--- src/rtl/alu8_pkg.sv ---
package alu8_pkg;

  localparam int FW     = 8;
  localparam int FLAG_C = 0;
  localparam int FLAG_Z = 1;
  localparam int FLAG_I = 2;
  localparam int FLAG_D = 3;
  localparam int FLAG_V = 6;
  localparam int FLAG_N = 7;

  typedef enum logic [3:0] {
    OP_OR  = 4'd0,
    OP_AND = 4'd1,
    OP_XOR = 4'd2,
    OP_ADC = 4'd3,
    OP_SBC = 4'd4,
    OP_ASL = 4'd5,
    OP_LSR = 4'd6,
    OP_ROL = 4'd7,
    OP_ROR = 4'd8,
    OP_INC = 4'd9,
    OP_DEC = 4'd10,
    OP_CMP = 4'd11,
    OP_BIT = 4'd12
  } alu_op_e;

  localparam logic [3:0] OP_LAST = 4'd12;

  typedef struct packed {
    logic upd_n;
    logic upd_v;
    logic upd_z;
    logic upd_c;
    logic n;
    logic v;
    logic z;
    logic c;
  } flag_upd_t;

endpackage

--- src/rtl/alu8_arith.sv ---
module alu8_arith
  import alu8_pkg::*;
#(
  parameter int W = 8
) (
  input  logic [3:0]   op,
  input  logic [W-1:0] a,
  input  logic [W-1:0] m,
  input  logic         cin,
  output logic [W-1:0] res,
  output flag_upd_t    fu
);

  function automatic logic [W:0] add_full(input logic [W-1:0] x,
                                          input logic [W-1:0] y,
                                          input logic         ci);
    return {1'b0, x} + {1'b0, y} + {{W{1'b0}}, ci};
  endfunction

  function automatic logic signed_ovf(input logic [W-1:0] x,
                                      input logic [W-1:0] y,
                                      input logic [W-1:0] s);
    return (x[W-1] == y[W-1]) && (s[W-1] != x[W-1]);
  endfunction

  logic         is_add;
  logic         is_cmp;
  logic [W-1:0] m_eff;
  logic         c_eff;
  logic [W:0]   sum_full;
  logic         carry_out;
  logic         ovf;

  assign is_add    = (op == OP_ADC);
  assign is_cmp    = (op == OP_CMP);
  assign m_eff     = is_add ? m : ~m;
  assign c_eff     = is_cmp ? 1'b1 : cin;
  assign sum_full  = add_full(a, m_eff, c_eff);
  assign res       = sum_full[W-1:0];
  assign carry_out = sum_full[W];
  assign ovf       = signed_ovf(a, m_eff, res);

  always_comb begin
    fu       = '0;
    fu.upd_n = 1'b1;
    fu.upd_z = 1'b1;
    fu.upd_c = 1'b1;
    fu.upd_v = !is_cmp;
    fu.n     = res[W-1];
    fu.z     = (res == '0);
    fu.c     = carry_out;
    fu.v     = ovf;
  end

endmodule

--- src/rtl/alu8_shift.sv ---
module alu8_shift
  import alu8_pkg::*;
#(
  parameter int W = 8
) (
  input  logic [3:0]   op,
  input  logic [W-1:0] m,
  input  logic         cin,
  output logic [W-1:0] res,
  output logic         cout
);

  logic left;
  logic fill;

  assign left = (op == OP_ASL) || (op == OP_ROL);
  assign fill = ((op == OP_ROL) || (op == OP_ROR)) ? cin : 1'b0;

  always_comb begin
    if (left) begin
      res  = {m[W-2:0], fill};
      cout = m[W-1];
    end else begin
      res  = {fill, m[W-1:1]};
      cout = m[0];
    end
  end

endmodule

--- src/rtl/alu8_logic.sv ---
module alu8_logic
  import alu8_pkg::*;
#(
  parameter int W = 8
) (
  input  logic [3:0]   op,
  input  logic [W-1:0] a,
  input  logic [W-1:0] m,
  output logic [W-1:0] res,
  output logic         bit_n,
  output logic         bit_v,
  output logic         bit_z
);

  logic [W-1:0] masked;

  assign masked = a & m;
  assign bit_n  = m[W-1];
  assign bit_v  = m[W-2];
  assign bit_z  = (masked == '0);

  always_comb begin
    case (op)
      OP_OR:   res = a | m;
      OP_AND:  res = masked;
      OP_XOR:  res = a ^ m;
      OP_INC:  res = m + 1'b1;
      OP_DEC:  res = m - 1'b1;
      default: res = a;
    endcase
  end

endmodule

--- src/rtl/alu8_status_reg.sv ---
module alu8_status_reg
  import alu8_pkg::*;
(
  input  logic          clk,
  input  logic          rst_n,
  input  logic          load,
  input  logic [FW-1:0] d,
  output logic [FW-1:0] q
);

  always_ff @(posedge clk or negedge rst_n) begin
    if (!rst_n)    q <= '0;
    else if (load) q <= d;
  end

endmodule

--- src/rtl/alu8_status_unit.sv ---
module alu8_status_unit
  import alu8_pkg::*;
#(
  parameter int W = 8
) (
  input  logic          clk,
  input  logic          rst_n,
  input  logic          step,
  input  logic [3:0]    op,
  input  logic [W-1:0]  opnd_a,
  input  logic [W-1:0]  opnd_m,
  input  logic [FW-1:0] flags_in,
  output logic [W-1:0]  result,
  output logic          wr_en,
  output logic [FW-1:0] flags_nxt,
  output logic [FW-1:0] flags_q
);

  logic [W-1:0] ar_res;
  flag_upd_t    ar_fu;
  logic [W-1:0] sh_res;
  logic         sh_c;
  logic [W-1:0] lg_res;
  logic         bt_n;
  logic         bt_v;
  logic         bt_z;
  flag_upd_t    fu;

  alu8_arith #(.W(W)) u_arith (
    .op  (op),
    .a   (opnd_a),
    .m   (opnd_m),
    .cin (flags_in[FLAG_C]),
    .res (ar_res),
    .fu  (ar_fu)
  );

  alu8_shift #(.W(W)) u_shift (
    .op   (op),
    .m    (opnd_m),
    .cin  (flags_in[FLAG_C]),
    .res  (sh_res),
    .cout (sh_c)
  );

  alu8_logic #(.W(W)) u_logic (
    .op    (op),
    .a     (opnd_a),
    .m     (opnd_m),
    .res   (lg_res),
    .bit_n (bt_n),
    .bit_v (bt_v),
    .bit_z (bt_z)
  );

  always_comb begin
    fu     = '0;
    result = opnd_a;
    wr_en  = 1'b0;
    case (op)
      OP_OR, OP_AND, OP_XOR, OP_INC, OP_DEC: begin
        result   = lg_res;
        wr_en    = 1'b1;
        fu.upd_n = 1'b1;
        fu.upd_z = 1'b1;
        fu.n     = lg_res[W-1];
        fu.z     = (lg_res == '0);
      end
      OP_ADC, OP_SBC: begin
        result = ar_res;
        wr_en  = 1'b1;
        fu     = ar_fu;
      end
      OP_CMP: begin
        fu = ar_fu;
      end
      OP_ASL, OP_LSR, OP_ROL, OP_ROR: begin
        result   = sh_res;
        wr_en    = 1'b1;
        fu.upd_n = 1'b1;
        fu.upd_z = 1'b1;
        fu.upd_c = 1'b1;
        fu.n     = sh_res[W-1];
        fu.z     = (sh_res == '0);
        fu.c     = sh_c;
      end
      OP_BIT: begin
        fu.upd_n = 1'b1;
        fu.upd_v = 1'b1;
        fu.upd_z = 1'b1;
        fu.n     = bt_n;
        fu.v     = bt_v;
        fu.z     = bt_z;
      end
      default: ;
    endcase
  end

  always_comb begin
    flags_nxt = flags_in;
    if (fu.upd_n) flags_nxt[FLAG_N] = fu.n;
    if (fu.upd_v) flags_nxt[FLAG_V] = fu.v;
    if (fu.upd_z) flags_nxt[FLAG_Z] = fu.z;
    if (fu.upd_c) flags_nxt[FLAG_C] = fu.c;
  end

  alu8_status_reg u_sreg (
    .clk   (clk),
    .rst_n (rst_n),
    .load  (step),
    .d     (flags_nxt),
    .q     (flags_q)
  );

endmodule

--- config.mk ---
export PLATFORM = sky130hd
export DESIGN_NAME = alu8_status_unit
export DESIGN_NICKNAME = d
export VERILOG_FILES = /design/src/rtl/alu8_pkg.sv /design/src/rtl/alu8_arith.sv /design/src/rtl/alu8_shift.sv /design/src/rtl/alu8_logic.sv /design/src/rtl/alu8_status_reg.sv /design/src/rtl/alu8_status_unit.sv
export SDC_FILE = /design/constraint.sdc
export NUM_CORES = 1
export LEC_CHECK = 0
export ABC_CLOCK_PERIOD_IN_PS = 3700
export BUFFER_PORTS_ARGS = -buffer_cell sky130_fd_sc_hd__buf_2
export CAP_MARGIN = 20
export CORE_MARGIN = 2
export CORE_UTILIZATION = 52
export DETAILED_ROUTE_END_ITERATION = 7
export PLACE_DENSITY = 0.89
export REMOVE_ABC_BUFFERS = 1
export SLEW_MARGIN = 20
export SYNTH_ARGS = -nofsm -noshare
export SYNTH_HDL_FRONTEND = slang
export SYNTH_HIERARCHICAL = 1
export SYNTH_SLANG_ARGS = --single-unit
--- constraint.sdc ---
create_clock -name clk -period 3.7 [get_ports clk]
set_input_delay 0.555 -clock clk [delete_from_list [all_inputs] [get_ports clk]]
set_output_delay 0.555 -clock clk [all_outputs]
set_load 0.03 [all_outputs]
==> flow_metrics.env <==
export IMPL_hpwl_mm=7.26
export IMPL_fin_crit_sh=1.11
export IMPL_finalMaxSlewViolations=0
export IMPL_startpoint="op[2]"
export IMPL_grt_use_met1=0.404
export IMPL_synth_ff_type="dfrtp_1"
export IMPL_power_per_cell_area_nw_per_um2=228
export IMPL_first_pass_iters=7
export IMPL_relSlewSlack=0.608
export IMPL_rsz0062_at_grt="yes"
export IMPL_cap_violations=0
export IMPL_grtUsageTotal=0.328
export IMPL_detail_route_antenna_nets=0
export IMPL_syn_area_per_cell_um2=7.35
export IMPL_top_register="u_sreg/q"
export IMPL_n_fill_cell=376
export IMPL_synth_seq_cells=8
export IMPL_use_met3=0.0500
export IMPL_end_kind="output port"
export IMPL_fin_worst_skew_ns=0
export IMPL_synthDistinctLibCells=71
export IMPL_antenna_found_initial=0
export IMPL_insertedDiodeCount=0
export IMPL_core_area_um2=5470
export IMPL_synth_async_sr_flop_share=1.00
export IMPL_die_width_um=78.8
export IMPL_cts_sinks=8
export IMPL_yosysWarnings=6
export IMPL_holdCritPathClass="in -> async"
export IMPL_vias=3758
export IMPL_hold_viol_final=0
export IMPL_grt_pass1_vias=3302
export IMPL_netlist_area_leader_share=0.116
export IMPL_period_minus_slack_ns=4.11
export IMPL_worst_slew_pin_slew_ns=0.583
export IMPL_crit_path_max_fanout=3
export IMPL_nets=552
export IMPL_dr_first_iter_drc_count=466
export IMPL_synthTopCellsByArea="ha_1 12%, dfrtp_1 6.9%, nand2_1 5.4%, inv_1 5.0%, a22o_1 4.5%"
export IMPL_clkLatencyLatePin_ns=0.23
export IMPL_drc=0
export IMPL_grt_max_degree=39
export IMPL_overflow=0
export IMPL_yosysTopAreaCell="ha_1"
export IMPL_initial_core_util=0.532
export IMPL_cts_max_level=1
export IMPL_synth_area_um2=2910
export IMPL_required_ns=3.14
export IMPL_cts_max_path_buffers=2
export IMPL_synth_edf_count=0
export IMPL_cp_start_kind="input pin"
export IMPL_ir_drop_uv=236
export IMPL_clkTransAtPathRegs_ns=0.04
export IMPL_status="complete, but fails checks"
export IMPL_ctsRootBufferMaster="clkbuf_8"
export IMPL_port_buffers=55
export IMPL_fin_util=0.728
export IMPL_cts_tree="done"
export IMPL_die_area_um2=6210
export IMPL_numCtsBuffers=3
export IMPL_setup_ws_ns=-0.413
export IMPL_leakagePower_nw=1.86
export IMPL_wire_per_inst_um=20.7
export IMPL_grt_pass1_wl_mm=16.4
export IMPL_max_freq_ghz=0.243
export IMPL_biggestRegsByFlops="u_sreg/q x8"
export IMPL_largest_reg_flops=8
export IMPL_top_usage_layer="met2"
export IMPL_wirelength_mm=11.7
export IMPL_area_growth_pct=36.8
export IMPL_violations="negative setup slack"
export IMPL_worst_setup_path_type="in -> out"
export IMPL_num_rows=27
export IMPL_via_per_inst=6.69
export IMPL_grtUsageMet2=0.557
export IMPL_r2r_start="u_sreg/q[7]$_DFFE_PN0P_"
export IMPL_gp_congestion=0.958
export IMPL_arrival_ns=3.56
export IMPL_die_h_um=78.8
export IMPL_synthCells=396
export IMPL_ys_seq_area_frac=0.0688
export IMPL_setup_viol=6
export IMPL_post_route_cells_drive_above_1_share=0.400
export IMPL_finalPower_mw=0.907
export IMPL_hold_slack_ns=0.159
export IMPL_ios=56
==> per-stage QoR <==
| stage | setup slack (ns) | instance area, um2 | cells | setup TNS (ns) |
|---|---|---|---|---|
| CTS | -0.289 | 3710 | 552 | -0.543 |
| finish | -0.413 | 3980 | 562 | -1.04 |
| global route | -0.506 | 3980 | 562 | -1.67 |
| detailed placement | -0.427 | 3440 | 543 | -1.33 |
| floorplan | -0.672 | 2720 | 369 | -1.64 |
| global placement | -0.360 | 3440 | 543 | -1.02 |
==> cells in the final DEF, fill, tap and decap left out, types with 4 or more instances in the layout <==
master	instances
a21oi_1	12
a21oi_2	8
a222oi_1	6
a22o_1	15
a22oi_1	8
a31oi_1	10
buf_2	43
buf_4	57
buf_6	13
dfrtp_1	8
ha_1	22
ha_4	4
inv_1	38
mux2_2	7
mux2_4	8
mux2i_1	9
nand2_1	38
nand2b_1	5
nand3_1	5
nor2_1	26
nor2b_1	4
nor3_1	4
nor4_1	4
o21ai_0	20
o21ai_1	5
or3_1	4
xnor2_1	13
==> where the power goes <==
part,internal [mW],total (mW),switching (mW),leakage (nW)
clock network,0.0703,0.102,0.0320,0.0216
logic,0.295,0.696,0.400,1.74
registers,0.0999,0.109,0.00878,0.0957
total,0.466,0.907,0.441,1.86
==> path summary, 6_finish.rpt <==
check	endpoint	slack, ns	cells past startpoint
max	flags_nxt[1]	-0.41	13
min	u_sreg/q[1]$_DFFE_PN0P_	0.16	1
max reg2reg	u_sreg/q[7]$_DFFE_PN0P_	2.87	1
min reg2reg	u_sreg/q[2]$_DFFE_PN0P_	0.51	1
max in group asynchronous	u_sreg/q[2]$_DFFE_PN0P_	3.38	1
min in group clk	u_sreg/q[2]$_DFFE_PN0P_	0.51	1
==> metal layers <==
layer  vias to the layer above  part of all wire
met5                         -                 0
met2                       344              0.46
met1                      1720              0.37
li1                       1614                 -
met3                        80              0.11
met4                         0             0.061
==> kinds of logic after synthesis <==
logic type                 after synthesis  synth area share
DFF                                      8            0.0688
other                                    1           0.00129
adders and majority gates               30             0.134
xor gates and xnor gates                19            0.0572
and+or+nand+nor                        119             0.217
buffers and inverters                   71             0.124
muxes                                   25             0.103
AOI/OAI and AO/OA                      123             0.296
==> synth_stat cells, types with 8 or more instances <==
cell type / instances
ha_1: 27
mux2_4: 8
nand2_1: 42
inv_1: 39
xnor2_1: 15
buf_4: 12
a31oi_1: 12
o21ai_0: 25
dfrtp_1: 8
nor2_1: 27
a22oi_1: 9
buf_2: 11
a22o_1: 15
a21oi_1: 21
mux2i_1: 10
==> final cells by class <==
cell class	count	area, um2	area share
inverter	42	163	0.0408
sequential	8	200	0.0503
multi-input combinational	319	2630	0.660
clock buffer	3	41.3	0.0104
tap	72	90.1	0.0226
timing repair buffer	118	862	0.216
==> critical path: stages <==
cell	delay, ns
buf_8	0.11
nor3_4	0.20
xor2_1	0.12
fa_2	0.40
fa_2	0.54
inv_2	0.04
or3_1	0.38
a221o_1	0.32
nor4_2	0.16
a32o_2	0.17
a31oi_1	0.04
a31oi_1	0.29
buf_4	0.23
==> timing repair <==
item                                    CTS  global route
gates resized for setup                  48            47
hold buffers                              0             0
endpoints found under the hold margin     0             0
cloned                                    0             0
pin swaps                                27            29
setup buffers                             6            12
endpoints found under the setup margin    7            10
Note: power is estimated with default switching activity, not from simulation.
